`config.mk`:
```
export PLATFORM = sky130hd
export DESIGN_NAME = wdog_twostage
export DESIGN_NICKNAME = d
export VERILOG_FILES = /design/src/rtl/wdog_pkg.sv /design/src/rtl/wdog_regs.sv /design/src/rtl/wdog_counter.sv /design/src/rtl/wdog_stage.sv /design/src/rtl/wdog_twostage.sv
export SDC_FILE = /design/constraint.sdc
export NUM_CORES = 1
export LEC_CHECK = 0
export BUFFER_PORTS_ARGS = -buffer_cell sky130_fd_sc_hd__buf_2
export CAP_MARGIN = 20
export CORE_MARGIN = 2
export CORE_UTILIZATION = 55
export DETAILED_ROUTE_END_ITERATION = 10
export PLACE_DENSITY_LB_ADDON = 0.05
export SLEW_MARGIN = 20
export SYNTH_ARGS = -nofsm -noshare
export SYNTH_HDL_FRONTEND = slang
export SYNTH_SLANG_ARGS = --single-unit
```
`constraint.sdc`:
```
create_clock -name clk -period 1.45 [get_ports clk]
set_clock_uncertainty 0.2 [all_clocks]
set_input_delay 0.2175 -clock clk [delete_from_list [all_inputs] [get_ports clk]]
set_output_delay 0.2175 -clock clk [all_outputs]
set_load 0.03 [all_outputs]
```
`src/rtl/wdog_pkg.sv`:
```
package wdog_pkg;
  localparam int ADDR_W = 2;

  localparam logic [ADDR_W-1:0] ADDR_RELOAD  = 2'd0;
  localparam logic [ADDR_W-1:0] ADDR_CONTROL = 2'd1;
  localparam logic [ADDR_W-1:0] ADDR_SERVICE = 2'd2;

  localparam int CTRL_CNT_EN_BIT = 0;
  localparam int CTRL_RST_EN_BIT = 1;

  typedef enum logic [1:0] {
    KIND_DEFAULT_A = 2'd0,
    KIND_DEFAULT_B = 2'd1,
    KIND_SYSTEM    = 2'd2,
    KIND_POWER_ON  = 2'd3
  } rst_kind_e;

  function automatic logic kind_is_system(input logic [1:0] k);
    return (k == KIND_SYSTEM);
  endfunction
endpackage

```
`src/rtl/wdog_regs.sv`:
```
module wdog_regs
  import wdog_pkg::*;
#(
  parameter int CW = 16,
  parameter logic [CW-1:0] RELOAD_INIT = '1
) (
  input  logic              clk,
  input  logic              rst_n,
  input  logic              wr,
  input  logic [ADDR_W-1:0] addr,
  input  logic [CW-1:0]     wdata,
  output logic [CW-1:0]     reload_val,
  output logic              cnt_en,
  output logic              rst_en,
  output logic              svc
);
  logic reload_we, ctrl_we;
  logic [CW-1:0] reload_q;
  logic cnt_en_q, rst_en_q;

  always_comb begin
    reload_we = wr && (addr == ADDR_RELOAD);
    ctrl_we   = wr && (addr == ADDR_CONTROL);
    svc       = wr && (addr == ADDR_SERVICE);
  end

  always_ff @(posedge clk or negedge rst_n) begin
    if (!rst_n) begin
      reload_q <= RELOAD_INIT;
    end else if (reload_we) begin
      reload_q <= wdata;
    end
  end

  always_ff @(posedge clk or negedge rst_n) begin
    if (!rst_n) begin
      cnt_en_q <= 1'b0;
      rst_en_q <= 1'b0;
    end else if (ctrl_we) begin
      cnt_en_q <= wdata[CTRL_CNT_EN_BIT];
      rst_en_q <= wdata[CTRL_RST_EN_BIT];
    end
  end

  assign reload_val = reload_q;
  assign cnt_en     = cnt_en_q;
  assign rst_en     = rst_en_q;

  a_r2_ctrl_written: assert property (@(posedge clk) disable iff (!rst_n)
    ctrl_we |=> (cnt_en_q == $past(wdata[CTRL_CNT_EN_BIT])));
endmodule

```
`src/rtl/wdog_counter.sv`:
```
module wdog_counter #(
  parameter int CW = 16,
  parameter logic [CW-1:0] RELOAD_INIT = '1
) (
  input  logic          clk,
  input  logic          rst_n,
  input  logic          cnt_en,
  input  logic          svc,
  input  logic [CW-1:0] reload_val,
  output logic          expire
);
  logic [CW-1:0] cnt_q, cnt_d;
  logic          cnt_we;

  always_comb begin
    cnt_d  = cnt_q;
    expire = 1'b0;
    cnt_we = 1'b0;
    if (svc) begin
      cnt_d  = reload_val;
      cnt_we = 1'b1;
    end else if (cnt_en) begin
      cnt_we = 1'b1;
      if (cnt_q == '0) begin
        expire = 1'b1;
        cnt_d  = reload_val;
      end else begin
        cnt_d = cnt_q - CW'(1);
      end
    end
  end

  always_ff @(posedge clk or negedge rst_n) begin
    if (!rst_n) begin
      cnt_q <= RELOAD_INIT;
    end else if (cnt_we) begin
      cnt_q <= cnt_d;
    end
  end

  a_r10_hold_when_off: assert property (@(posedge clk) disable iff (!rst_n)
    (!cnt_en && !svc) |=> $stable(cnt_q));
  a_r10_no_expire_when_off: assert property (@(posedge clk) disable iff (!rst_n)
    !cnt_en |-> !expire);
  a_r9_service_reloads: assert property (@(posedge clk) disable iff (!rst_n)
    svc |=> (cnt_q == $past(reload_val)));
endmodule

```
`src/rtl/wdog_stage.sv`:
```
module wdog_stage
  import wdog_pkg::*;
(
  input  logic       clk,
  input  logic       rst_n,
  input  logic       expire,
  input  logic       svc,
  input  logic       rst_en,
  input  logic [1:0] rst_kind,
  output logic       flag,
  output logic       por_req,
  output logic       sys_req
);
  logic flag_q, flag_d;
  logic fired_q, fired_d;
  logic por_q, por_d, sys_q, sys_d;
  logic second;

  always_comb begin
    flag_d  = flag_q;
    fired_d = fired_q;
    por_d   = 1'b0;
    sys_d   = 1'b0;
    second  = 1'b0;
    if (svc) begin
      flag_d  = 1'b0;
      fired_d = 1'b0;
    end else if (expire) begin
      if (!flag_q) begin
        flag_d = 1'b1;
      end else begin
        second = 1'b1;
        if (rst_en && !fired_q) begin
          fired_d = 1'b1;
          sys_d   = kind_is_system(rst_kind);
          por_d   = !kind_is_system(rst_kind);
        end
      end
    end
  end

  always_ff @(posedge clk or negedge rst_n) begin
    if (!rst_n) begin
      flag_q  <= 1'b0;
      fired_q <= 1'b0;
      por_q   <= 1'b0;
      sys_q   <= 1'b0;
    end else begin
      flag_q  <= flag_d;
      fired_q <= fired_d;
      por_q   <= por_d;
      sys_q   <= sys_d;
    end
  end

  assign flag    = flag_q;
  assign por_req = por_q;
  assign sys_req = sys_q;

  a_r3_first_expiry_quiet: assert property (@(posedge clk) disable iff (!rst_n)
    (expire && !flag_q) |=> (!por_q && !sys_q));
  a_r8_exclusive: assert property (@(posedge clk) disable iff (!rst_n)
    $onehot0({por_q, sys_q}));
  a_r8_single_por: assert property (@(posedge clk) disable iff (!rst_n)
    por_q |=> !por_q);
  a_r8_single_sys: assert property (@(posedge clk) disable iff (!rst_n)
    sys_q |=> !sys_q);
  a_r6_system_kind: assert property (@(posedge clk) disable iff (!rst_n)
    (second && rst_en && !fired_q && rst_kind == KIND_SYSTEM) |=> sys_q);
  a_r5_r7_por_kind: assert property (@(posedge clk) disable iff (!rst_n)
    (second && rst_en && !fired_q && rst_kind != KIND_SYSTEM) |=> por_q);
  a_r9_service_clears: assert property (@(posedge clk) disable iff (!rst_n)
    svc |=> !flag_q);
  a_r2_flag_sticky: assert property (@(posedge clk) disable iff (!rst_n)
    (flag_q && !svc) |=> flag_q);
endmodule

```
`src/rtl/wdog_twostage.sv`:
```
module wdog_twostage
  import wdog_pkg::*;
#(
  parameter int CW = 16,
  parameter logic [CW-1:0] RELOAD_INIT = '1
) (
  input  logic              clk,
  input  logic              rst_n,
  input  logic              reg_wr,
  input  logic [ADDR_W-1:0] reg_addr,
  input  logic [CW-1:0]     reg_wdata,
  input  logic [1:0]        rst_kind,
  output logic              timeout_flag,
  output logic              por_req,
  output logic              sysrst_req
);
  logic [1:0]    rst_sync_q;
  logic          srst_n;
  logic [CW-1:0] reload_val;
  logic          cnt_en, rst_en, svc, expire;

  always_ff @(posedge clk or negedge rst_n) begin
    if (!rst_n) begin
      rst_sync_q <= 2'b00;
    end else begin
      rst_sync_q <= {rst_sync_q[0], 1'b1};
    end
  end
  assign srst_n = rst_sync_q[1];

  wdog_regs #(.CW(CW), .RELOAD_INIT(RELOAD_INIT)) u_regs (
    .clk(clk), .rst_n(srst_n), .wr(reg_wr), .addr(reg_addr),
    .wdata(reg_wdata), .reload_val(reload_val), .cnt_en(cnt_en),
    .rst_en(rst_en), .svc(svc)
  );

  wdog_counter #(.CW(CW), .RELOAD_INIT(RELOAD_INIT)) u_counter (
    .clk(clk), .rst_n(srst_n), .cnt_en(cnt_en), .svc(svc),
    .reload_val(reload_val), .expire(expire)
  );

  wdog_stage u_stage (
    .clk(clk), .rst_n(srst_n), .expire(expire), .svc(svc),
    .rst_en(rst_en), .rst_kind(rst_kind), .flag(timeout_flag),
    .por_req(por_req), .sys_req(sysrst_req)
  );

  a_r4_gate_requests: assert property (@(posedge clk) disable iff (!srst_n)
    !rst_en |=> (!por_req && !sysrst_req));
  a_r1_quiet_in_reset: assert property (@(posedge clk)
    !srst_n |-> (!timeout_flag && !por_req && !sysrst_req));
endmodule

```
# Yosys cells after proc, flatten, opt, wreduce, memory -nomap -nowiden
# Cells that the tools add are included.
dict set report word_totals {
  regBits 40
  in_bits 23
  output_inout_bits 3
  word_cells 49
}
dict set report classes {
  add_sub_neg 1
  n_eq_ne 3
  mux 22
  reduce_logical 14
}
# cell count
set ops {}
lappend ops {{16-bit 2-to-1 mux} 3}
lappend ops {{1-bit 2-to-1 mux} 19}
lappend ops {{16-bit logical NOT} 1}
lappend ops {{16-bit by 1-bit subtractor with 16-bit output, second input constant} 1}
lappend ops {{2-bit nonzero test} 4}
lappend ops {{2-bit == test, second input constant} 2}
lappend ops {{1-bit logical AND} 4}
lappend ops {{3-bit AND reduction} 1}
lappend ops {{2-bit by 1-bit == test with 1-bit output, second input constant} 1}
lappend ops {{1-bit logical NOT} 2}
lappend ops {{2-bit logical NOT} 1}
lappend ops {{2-bit AND reduction} 1}

# Longest topological paths before layout
# Gate-level depths: netlist of the first run.
dict set report logic_depth {
  depth_word 6
  mapped_depth 7
  ltp_nobuf 7
}

# Modules after synthesis
# From an unflattened synthesis of the first run, not the netlist that was laid out.
dict set report unflattened {
  hier_cells 189
  hier_area_um2 2109.5
}
# mod n_inst cells_per_inst area_per_inst_um2 seq_area_each_um2
set modules_own_cells {}
lappend modules_own_cells {wdog_counter 1 134 1162.4 420.4}
lappend modules_own_cells {wdog_regs 1 40 724.4 470.5}
lappend modules_own_cells {wdog_stage 1 12 168.9 100.1}
lappend modules_own_cells {wdog_twostage 1 3 53.8 50.0}

# Worst setup path before layout of the first run
# No wires, ideal clock.
dict set report synth_path {
  path_type {reg-to-reg}
  from {register u_counter.cnt_q[0]}
  to {register u_counter.cnt_q[4]}
  setup_ps 62
  arrival_ps 1509
  required_ps 1188
  path_slack_ps -320
  path_stages_with_launch 7
  n_path_buf 0
  synth_period_minus_slack_ps 1770
  path_cell_list {dfstp_2 inv_1 ha_1 nand2b_1 or4b_2 a21oi_1 a221o_1}
}
dict set report synth_via {
  elab_chain_cells 4
  word_cells_on_any_way 5
  cone_classes {add/sub (1); mux (3); reduce/logical (1)}
}
# item line_no
set synth_rtl {}
lappend synth_rtl {{from (decl)} wdog_counter.sv:12} ;# logic [CW-1:0] cnt_q, cnt_d;
lappend synth_rtl {{from (signal assigned)} wdog_counter.sv:37} ;# cnt_q <= cnt_d;
lappend synth_rtl {{16-bit by 1-bit subtractor with 16-bit output or 16-bit logical NOT (tied branches)} {wdog_counter.sv:28, wdog_counter.sv:24}}
lappend synth_rtl {{16-bit 2-to-1 mux (*)} wdog_counter.sv:24} ;# if (cnt_q == '0) begin
lappend synth_rtl {{16-bit 2-to-1 mux (*)} wdog_counter.sv:22} ;# end else if (cnt_en) begin
lappend synth_rtl {{16-bit 2-to-1 mux (*)} wdog_counter.sv:19} ;# if (svc) begin
# Mark *: on every way between the ends. The rest lies on a longest branch, timed or not. The select of a mux whose other input is x is not followed.
# A chain may end at the register's enable or synchronous reset.

# Worst setup path after layout of the first run
dict set report layout_path {
  from {register u_counter.cnt_q[1]}
  to {register u_counter.cnt_q[5]}
}
# The elaborated chain is that of the path after synthesis.

==> impl_metrics.env, run 1 <==
export IMPL_critPathArrivalTime_ns=1.94
export IMPL_clk_path_buf_depth=2
export IMPL_drive_above_1_share_pct=62.89
export IMPL_startpoint="u_counter.cnt_q[1]"
export IMPL_critPathMaxFanout=5
export IMPL_path_class="reg -> reg"
export IMPL_globalRouteOverflowTotal=0
export IMPL_async_flop_share_pct=100.0
export IMPL_grt_max_degree=39
export IMPL_drtAntennaViolNets=0
export IMPL_drt_wl_total_mm=5.031
export IMPL_slew_violations=0
export IMPL_ys_types=43
export IMPL_synth_edf_count=0
export IMPL_drt_pass1_iter_count=4
export IMPL_hp_class="reg -> async"
export IMPL_post_dp_cell_area_mm2=0.002459
export IMPL_setup_violations=20
export IMPL_drv_cap=0
export IMPL_finish_utilization_pct=86.24
export IMPL_yosys_warnings=0
export IMPL_fmax_mhz=537.0
export IMPL_port_buffers=25
export IMPL_startpoint_type="register"
export IMPL_route_met3_wl_um=153
export IMPL_clk_latency_ns=0.34
export IMPL_avgSynthCellArea_um2=11.67
export IMPL_viasPerCell=5.560
export IMPL_diodes=0
export IMPL_rr_startpoint="u_counter.cnt_q[1]"
export IMPL_rows=21
export IMPL_cts_buffers=5
export IMPL_status="finished, violations left"
export IMPL_netlist_instances=167
export IMPL_layout_commonest_cell="buf_4"
export IMPL_synthToLayoutAreaGrowth_pct=48.88
export IMPL_peakVddDrop_uv=850.5
export IMPL_r2r_worst_path_cells=8
export IMPL_layout_nets=280
export IMPL_required_ns=1.53
export IMPL_mostFrequentLayoutCells="36 x buf_4, 32 x dfstp_2, 25 x buf_2, 20 x dlygate4sd3_1, 18 x mux2_2"
export IMPL_io_pins=26
export IMPL_multiInputGateArea_mm2=0.001067
export IMPL_finalWeightedCongestion=0.8858
export IMPL_final_period_utilization_pct=128.4
export IMPL_die_x_um=63.52
export IMPL_fin_ws_ns=-0.4121
export IMPL_dr_total_vias=1679
export IMPL_cts_tree="yes"
export IMPL_track_usage_pct=25.08
export IMPL_hold_viol=0
export IMPL_syn_nets=192
export IMPL_antenna_found_initial=0
export IMPL_cts_max_level=2
export IMPL_synth_cell_area_mm2=0.001948
export IMPL_die_area_mm2=0.004034
export IMPL_grt_first_pass_wirelength_mm=7.741
export IMPL_grt_pass1_vias=1783
export IMPL_core_mm2=0.003363
export IMPL_drc=0
export IMPL_rsz0062_at_grt="yes"
export IMPL_violations="negative setup slack"
export IMPL_period_needed_ns=1.862
export IMPL_top_layer="met4"
export IMPL_wl_met1_mm=2.042
export IMPL_regArea_mm2=0.001041
export IMPL_design_area_mm2=0.002900
export IMPL_clk_pin_slew_ns=0.11
export IMPL_seq_area_frac_synth_pct=53.44
export IMPL_hpwl_mm=3.259
export IMPL_wire_per_inst_um=16.66
export IMPL_drtIter0Drc=145
export IMPL_cts_root_buf="clkbuf_4"
export IMPL_synthFlopType="dfstp_2"
export IMPL_cts_sinks=40
export IMPL_wl_met2_mm=2.732
export IMPL_p_per_area_mw_per_mm2=1419
export IMPL_n_fill_cell=193
export IMPL_reg2reg_slack_ns=-0.41
export IMPL_ys_ff_latch=40
export IMPL_critPathCaptureType="register"
export IMPL_start_util_pct=57.92
export IMPL_die_y_um=63.52
export IMPL_leakagePower_nw=1.215
final cells by class:
| class | instances | area share, % |
|---|---|---|
| inverters | 4 | 0.6903 |
| multi-input cells | 118 | 36.80 |
| clock buffers | 7 | 1.553 |
| flip-flops and latches | 40 | 35.89 |
| clock inverters | 1 | 0.1726 |
| well taps | 46 | 1.984 |
| repair buffers | 86 | 22.91 |
through the flow:
stage               hold slack (ns)  power [mW]  worst slack, ns  TNS, ns  std cells
CTS                         0.04610       3.959          -0.3454   -5.471        300
floorplan                   -0.2781       2.558          -0.2202   -3.349        167
global placement            -0.1994       3.125          -0.2979   -5.130        272
detailed placement          -0.1921       3.225          -0.3748   -6.292        272
global route                0.05968       4.340          -0.4767   -7.926        302
finish                      0.03336       4.116          -0.4121   -6.373        302
cells in the mapped netlist (all sizes together), types with 2 or more instances:
library cell | count | share of area (%)
a21oi | 6 | 1.5
a221o | 3 | 1.5
a22oi | 3 | 1.2
buf | 4 | 1.3
dfrtp | 8 | 10
dfstp | 32 | 43
ha | 2 | 1.3
inv | 4 | 0.77
mux2 | 18 | 10
nand2 | 13 | 2.5
nand2b | 2 | 0.64
nand3 | 2 | 0.51
nand3b | 2 | 0.77
nand4 | 3 | 0.96
nor2 | 12 | 2.3
nor3 | 4 | 1.6
nor3b | 3 | 1.4
nor4 | 5 | 2.4
o2111ai | 2 | 0.90
o21ai | 12 | 3.7
o31ai | 3 | 1.2
or3 | 2 | 0.64
xnor2 | 5 | 2.2
xor2 | 3 | 1.3
layer usage:
| metal | track usage [%] | vias to the layer above |
|---|---|---|
| met1 | 28.86 | 842 |
| met4 | 10.87 | 0 |
| li1 | - | 783 |
| met3 | 4.286 | 11 |
| met5 | 0 | - |
| met2 | 45.39 | 43 |
path summary, 6_finish.rpt:
check,endpoint
max,u_counter.cnt_q[5]
min,u_regs.rst_en
max reg2reg,u_counter.cnt_q[5]
min reg2reg,u_regs.rst_en
max in group asynchronous,rst_sync_q[1]
min in group clk,u_regs.rst_en
critical path, stage by stage, from the launching register on:
cell     delay [ns]
dfstp_2        0.41
inv_4          0.08
ha_4           0.14
nor4b_4        0.21
nand4_1        0.15
buf_6          0.17
nand3_4        0.11
a21oi_2        0.05
a221o_1        0.28
cell families after synthesis:
logic type | count (synthesis) | synth area share, %
compound gates | 34 | 11.88
other cells | 1 | 0.1925
simple gates | 55 | 16.96
xor+xnor | 8 | 3.597
mux | 18 | 10.40
buf+inv | 9 | 2.247
fa+ha+maj | 2 | 1.284
flops | 40 | 53.44
power by group:
group          switching (mW)  internal, mW
registers               0.323          1.58
clock network           0.343         0.189
logic                   0.761         0.916
total                    1.43          2.69
sequential cells by signal (all words and copies together) (netlist names):
| signal | flops |
|---|---|
| u_stage.flag | 1 |
| u_counter.cnt_q | 16 |
| u_regs.rst_en | 1 |
| u_stage.fired_q | 1 |
| u_regs.reload_val | 16 |
| u_stage.por_req | 1 |
| u_stage.sys_req | 1 |
| rst_sync_q | 2 |
| u_regs.cnt_en | 1 |
repair_timing:
action	4_1_cts	5_1_grt
endpoints found under the hold margin	22	0
buffers inserted	0	2
setup endpoints to repair	20	20
resized for setup	18	24
hold buffers	20	0
pin swaps	7	6
(Power assumes the default switching activity.)
==> run 2: changes to the inputs <==
==> constraint.sdc (replaced) <==
create_clock -name clk -period 1.45 [get_ports clk]
set_clock_uncertainty 0.2 [all_clocks]
set_input_delay 0.0725 -clock clk [delete_from_list [all_inputs] [get_ports clk]]
set_output_delay 0.0725 -clock clk [all_outputs]
set_load 0.03 [all_outputs]
==> run 2 against run 1 <==
Compared with the run above:
- the flow still finishes with violations (negative setup slack)
- highest routed layer unchanged
- sequential share of layout area increased by 1.6 points
- wire length decreased by 6.3%
- critical endpoint is now u_counter.cnt_q[7]
- worst setup slack got worse by 0.0037 ns
- clock-buffer cell count unchanged
==> impl_metrics.env, run 2 (synthesis results as in run 1) <==
export IMPL_status="finished, violations left"
export IMPL_violations="negative setup slack"
export IMPL_period_needed_ns=1.866
export IMPL_track_usage_pct=25.05
export IMPL_critPathMaxFanout=4
export IMPL_rsz0062_at_grt="yes"
export IMPL_use_met3_pct=4.821
export IMPL_drt_pass1_iter_count=4
export IMPL_dr_total_vias=1627
export IMPL_clk_latency_ns=0.35
export IMPL_peakVddDrop_uv=1153
export IMPL_critPathCaptureType="register"
export IMPL_synthToLayoutAreaGrowth_pct=42.71
export IMPL_grt_max_degree=39
export IMPL_clk_pin_slew_ns=0.12
export IMPL_cts_max_level=2
export IMPL_start_util_pct=57.92
export IMPL_cts_tree="yes"
export IMPL_layout_commonest_cell="dfstp_2"
export IMPL_mostFrequentLayoutCells="32 x dfstp_2, 25 x buf_2, 25 x buf_4, 22 x dlygate4sd3_1, 18 x mux2_2"
export IMPL_tightest_slew_ns=0.4965
export IMPL_hold_viol=0
export IMPL_grt_use_met1_pct=32.67
export IMPL_drtAntennaViolNets=0
export IMPL_p_total_mw=4.150
export IMPL_n_fill_cell=203
export IMPL_fin_ws_ns=-0.4158
export IMPL_maxSlewHeadroom_pct=66.78
export IMPL_grt_first_pass_wirelength_mm=7.721
export IMPL_drtIter0Drc=137
export IMPL_required_ns=1.53
export IMPL_finalWeightedCongestion=0.8498
export IMPL_layout_nets=269
export IMPL_globalRouteOverflowTotal=0
export IMPL_port_buffers=25
export IMPL_wire_per_inst_um=16.21
export IMPL_die_y_um=63.52
export IMPL_rows=21
export IMPL_path_class="reg -> reg"
export IMPL_grt_pass1_vias=1649
export IMPL_top_usage_layer="met2"
export IMPL_clk_path_buf_depth=2
export IMPL_drt_wl_total_mm=4.716
export IMPL_drc=0
export IMPL_drive_above_1_share_pct=55.51
export IMPL_critPathArrivalTime_ns=1.95
export IMPL_p_per_area_mw_per_mm2=1493
export IMPL_hp_class="reg -> async"
export IMPL_cts_root_buf="clkbuf_4"
export IMPL_io_pins=26
export IMPL_slew_violations=0
export IMPL_die_area_mm2=0.004034
export IMPL_fmax_mhz=536.0
export IMPL_setup_violations=20
export IMPL_diodes=0
export IMPL_drv_cap=0
export IMPL_met2_usage_pct=41.84
export IMPL_cts_buffers=5
export IMPL_startpoint_type="register"
export IMPL_final_period_utilization_pct=128.7
export IMPL_antenna_found_initial=0
export IMPL_viasPerCell=5.591
export IMPL_core_mm2=0.003363
export IMPL_cts_sinks=40
export IMPL_die_x_um=63.52
export IMPL_finish_utilization_pct=82.66
export IMPL_leakagePower_nw=1.151
export IMPL_hpwl_mm=3.192
[run 2: changes by cell type in the layout (fill, tap and decap cells not counted), moves of 2 or more]
cell,delta
a22oi_1,+2
a22oi_2,-2
buf_4,-11
buf_6,-2
dlygate4sd3_1,+2
nand2_1,+2
nor3b_2,+2
nor4_1,+3
nor4_2,-3
o21ai_0,+2
o31ai_1,+2
[run 2: layer usage]
| metal | part of all wire, % | wire [um] | vias to the layer above |
|---|---|---|---|
| met5 | 0 | 0 | - |
| met3 | 4.3 | 204 | 10 |
| li1 | - | - | 765 |
| met1 | 43 | 2023 | 793 |
| met2 | 51 | 2405 | 59 |
| met4 | 1.7 | 82 | 0 |
[run 2: layout make-up]
| class | instances | area, um^2 | area share, % |
|---|---|---|---|
| flip-flops and latches | 40 | 1041 | 37.44 |
| multi-input cells | 118 | 980.9 | 35.28 |
| repair buffers | 75 | 584.3 | 21.02 |
| clock buffers | 7 | 66.31 | 2.385 |
| well taps | 46 | 57.56 | 2.070 |
| clock inverters | 1 | 30.03 | 1.080 |
| inverters | 4 | 20.02 | 0.7201 |
[run 2: critical path, stage by stage, from the launching register on]
cell and delay (ns):
dfstp_2 0.40, nor4_1 0.39, nand4_1 0.26, nand2_2 0.18, o22ai_2 0.11, a211o_1 0.26
[run 2: per-stage QoR]
| step | hold WS [ns] | setup TNS, ns | instance area [um^2] | setup WS (ns) | cells |
|---|---|---|---|---|---|
| floorplan | -0.4231 | -3.349 | 2001 | -0.2202 | 167 |
| global placement | -0.3443 | -5.108 | 2360 | -0.3639 | 258 |
| detailed placement | -0.3396 | -5.645 | 2360 | -0.3793 | 258 |
| CTS | 0.05390 | -5.760 | 2756 | -0.3265 | 291 |
| global route | 0.07992 | -8.342 | 2780 | -0.4830 | 291 |
| finish | 0.07930 | -6.508 | 2780 | -0.4158 | 291 |
[run 2: path summary, 6_finish.rpt]
path                                startpoint                  to  slack (ns)  cells past startpoint
max                        u_counter.cnt_q[13]  u_counter.cnt_q[7]       -0.42                      5
min                              rst_sync_q[1]       u_regs.rst_en        0.08                      1
min reg2reg                      rst_sync_q[1]       u_regs.rst_en        0.08                      1
min in group clk                   reg_addr[1]       u_regs.cnt_en        0.08                      4
max reg2reg                u_counter.cnt_q[13]  u_counter.cnt_q[7]       -0.42                      5
max in group asynchronous                rst_n       rst_sync_q[0]        0.55                      3
[run 2: report_power, final]
part	total [mW]	internal, mW	switching, mW
registers	1.89	1.58	0.310
logic	1.43	0.771	0.661
clock network	0.826	0.469	0.357
[run 2: what timing repair did]
action                                  4_1_cts  5_1_grt
pin swaps                                     7        0
endpoints found under the setup margin       20       20
endpoints found under the hold margin        22        0
hold buffers                                 22        0
buffers inserted                              3        0
gates resized for setup                      14        5
gates cloned                                  0        0
==> run 3: changes to the inputs <==
--- a/config.mk
+++ b/config.mk
@@ -8,7 +8,7 @@
 export BUFFER_PORTS_ARGS = -buffer_cell sky130_fd_sc_hd__buf_2
 export CAP_MARGIN = 20
 export CORE_MARGIN = 2
-export CORE_UTILIZATION = 55
+export CORE_UTILIZATION = 45
 export DETAILED_ROUTE_END_ITERATION = 10
 export PLACE_DENSITY_LB_ADDON = 0.05
 export SLEW_MARGIN = 20
==> run 3 against run 2 <==
Compared with the run above:
- the run still ends with negative setup slack left
- fmax decreased by 0.73%
- flip-flop and latch count is the same
- clock-buffer cell count down 2
- worst setup slack lost 0.014 ns
- register-to-register slack about the same
- first-iteration DRC count is 36% lower
- combinational power up 9%
- wire length shrank 0.55%
- core utilization fell by 12 points
- hold slack lost 0.060 ns
- non-clock buffer count rose by 8
- cell area increased by 4.3%
- critical endpoint is now u_counter.cnt_q[0]
- largest power group unchanged
==> impl_metrics.env, run 3 (synthesis results as in run 1) <==
export IMPL_status="finished, violations left"
export IMPL_violations="negative setup slack"
export IMPL_p_total_mw=4.385
export IMPL_reg2reg_slack_ns=-0.43
export IMPL_die_x_um=69.80
export IMPL_synthToLayoutAreaGrowth_pct=48.81
export IMPL_hold_end="u_regs.rst_en"
export IMPL_finalSetupTns_ns=-6.587
export IMPL_cts_tree="yes"
export IMPL_clk_pin_slew_ns=0.08
export IMPL_core_mm2=0.004086
export IMPL_viasPerCell=5.347
export IMPL_reg2reg_to="u_counter.cnt_q[0]"
export IMPL_leakagePower_nw=1.215
export IMPL_hold_path_depth=3
export IMPL_clk_latency_ns=0.29
export IMPL_drtAntennaViolNets=0
export IMPL_cts_root_buf="clkbuf_8"
export IMPL_critPathMaxFanout=5
export IMPL_setup_violations=20
export IMPL_mostFrequentLayoutCells="36 x buf_4, 32 x dfstp_2, 25 x buf_2, 20 x dlygate4sd3_1, 18 x mux2_2"
export IMPL_cts_max_level=2
export IMPL_diodes=0
export IMPL_fin_ws_ns=-0.4295
export IMPL_drt_pass1_iter_count=4
export IMPL_io_pins=26
export IMPL_finalWeightedCongestion=0.8803
export IMPL_startpoint_type="register"
export IMPL_n_fill_cell=283
export IMPL_final_period_utilization_pct=129.6
export IMPL_die_area_mm2=0.004871
export IMPL_start_util_pct=47.67
export IMPL_drtIter0Drc=87
export IMPL_fmax_mhz=532.1
export IMPL_path_class="reg -> reg"
export IMPL_rr_startpoint="u_counter.cnt_q[14]"
export IMPL_port_buffers=25
export IMPL_design_area_mm2=0.002899
export IMPL_globalRouteOverflowTotal=0
export IMPL_peakVddDrop_uv=1049
export IMPL_hp_class="in -> reg"
export IMPL_dr_total_vias=1620
export IMPL_hpwl_mm=3.234
export IMPL_rsz0062_at_grt="yes"
export IMPL_post_dp_cell_area_mm2=0.002395
export IMPL_grt_max_degree=39
export IMPL_layout_commonest_cell="buf_4"
export IMPL_critPathArrivalTime_ns=1.90
export IMPL_slew_violations=0
export IMPL_wire_per_inst_um=15.48
export IMPL_clk_path_buf_depth=2
export IMPL_period_needed_ns=1.879
export IMPL_cts_sinks=40
export IMPL_hold_viol=0
export IMPL_r2r_worst_path_cells=6
export IMPL_rows=23
export IMPL_hold_start="reg_wr"
export IMPL_grt_pass1_vias=1695
export IMPL_antenna_found_initial=0
export IMPL_die_y_um=69.80
export IMPL_drive_above_1_share_pct=60.47
export IMPL_p_per_area_mw_per_mm2=1512
export IMPL_layout_nets=277
export IMPL_drv_cap=0
export IMPL_cts_buffers=5
export IMPL_track_usage_pct=20.31
export IMPL_grt_first_pass_wirelength_mm=7.700
export IMPL_drc=0
export IMPL_drt_wl_total_mm=4.690
export IMPL_required_ns=1.47
export IMPL_critPathCaptureType="register"
run 3: cell count changes in the layout (fill, tap and decap cells not counted), moves of 2 or more:
cell | before | now
clkbuf_8 | 0 | 5
o31ai_1 | 3 | 1
clkbuf_4 | 5 | 0
nor4_1 | 3 | 1
o21ai_1 | 4 | 2
dlygate4sd3_1 | 22 | 20
buf_4 | 25 | 36
o31ai_2 | 0 | 2
run 3: worst max-delay path, cell delays in order, from the launching register on:
cell and delay [ns]:
dfstp_2 0.39, buf_4 0.16, nor4b_4 0.28, nand4_1 0.25, nand3_2 0.22, nor2_1 0.06, a221o_1 0.26
run 3: per-layer routing:
metal  up-vias  share of wire, %  track usage, %
met3         4               4.3           4.651
met5         -                 0               0
met2        49                52           35.77
li1        780                 -               -
met1       787                43           24.70
met4         0              0.62           5.983
run 3: worst max-delay path by stage:
stage | end | slack, ns | start | cells past startpoint
2_1_floorplan | u_counter.cnt_q[7] | -0.22 | u_counter.cnt_q[0] | 7
3_3_place_gp | u_counter.cnt_q[10] | -0.34 | u_counter.cnt_q[1] | 7
3_5_place_dp | u_counter.cnt_q[7] | -0.39 | u_counter.cnt_q[8] | 6
4_1_cts | u_counter.cnt_q[7] | -0.37 | u_counter.cnt_q[10] | 7
5_1_grt | u_counter.cnt_q[0] | -0.46 | u_counter.cnt_q[0] | 7
6_report | u_counter.cnt_q[0] | -0.43 | u_counter.cnt_q[14] | 6
run 3: repair_timing:
item / in CTS / in global routing
hold buffers: 20 / 0
resized for setup: 19 / 8
endpoints found under the setup margin: 20 / 20
pin swaps: 6 / 4
endpoints found under the hold margin: 22 / 0
buffers inserted: 9 / 0
run 3: power breakdown:
part / total (mW) / leakage [nW] / switching, mW / internal, mW
Clock: 0.895 / 0.0585 / 0.384 / 0.511
Combinational: 1.56 / 0.718 / 0.705 / 0.860
Sequential: 1.93 / 0.439 / 0.340 / 1.59
run 3: area by class of cell:
class                      count  area [um^2]  share of cell area [%]
sequential                    40         1041                   35.91
multi-input combinational    118         1030                   35.52
timing repair buffer          83        635.6                   21.92
clock buffer                   5        68.82                   2.374
tap                           50        62.56                   2.158
clock inverter                 3        41.29                   1.424
inverter                       4        20.02                  0.6905
run 3: stage by stage:
step                hold slack (ns)  utilization (%)  cells  setup slack (ns)
finish                      0.01976            70.94    303           -0.4295
global route                0.01602            70.94    303           -0.4624
CTS                         0.01439            70.18    303           -0.3712
detailed placement          -0.3417            58.60    266           -0.3872
global placement            -0.3435            58.60    266           -0.3351
floorplan                   -0.4231                -    167           -0.2202
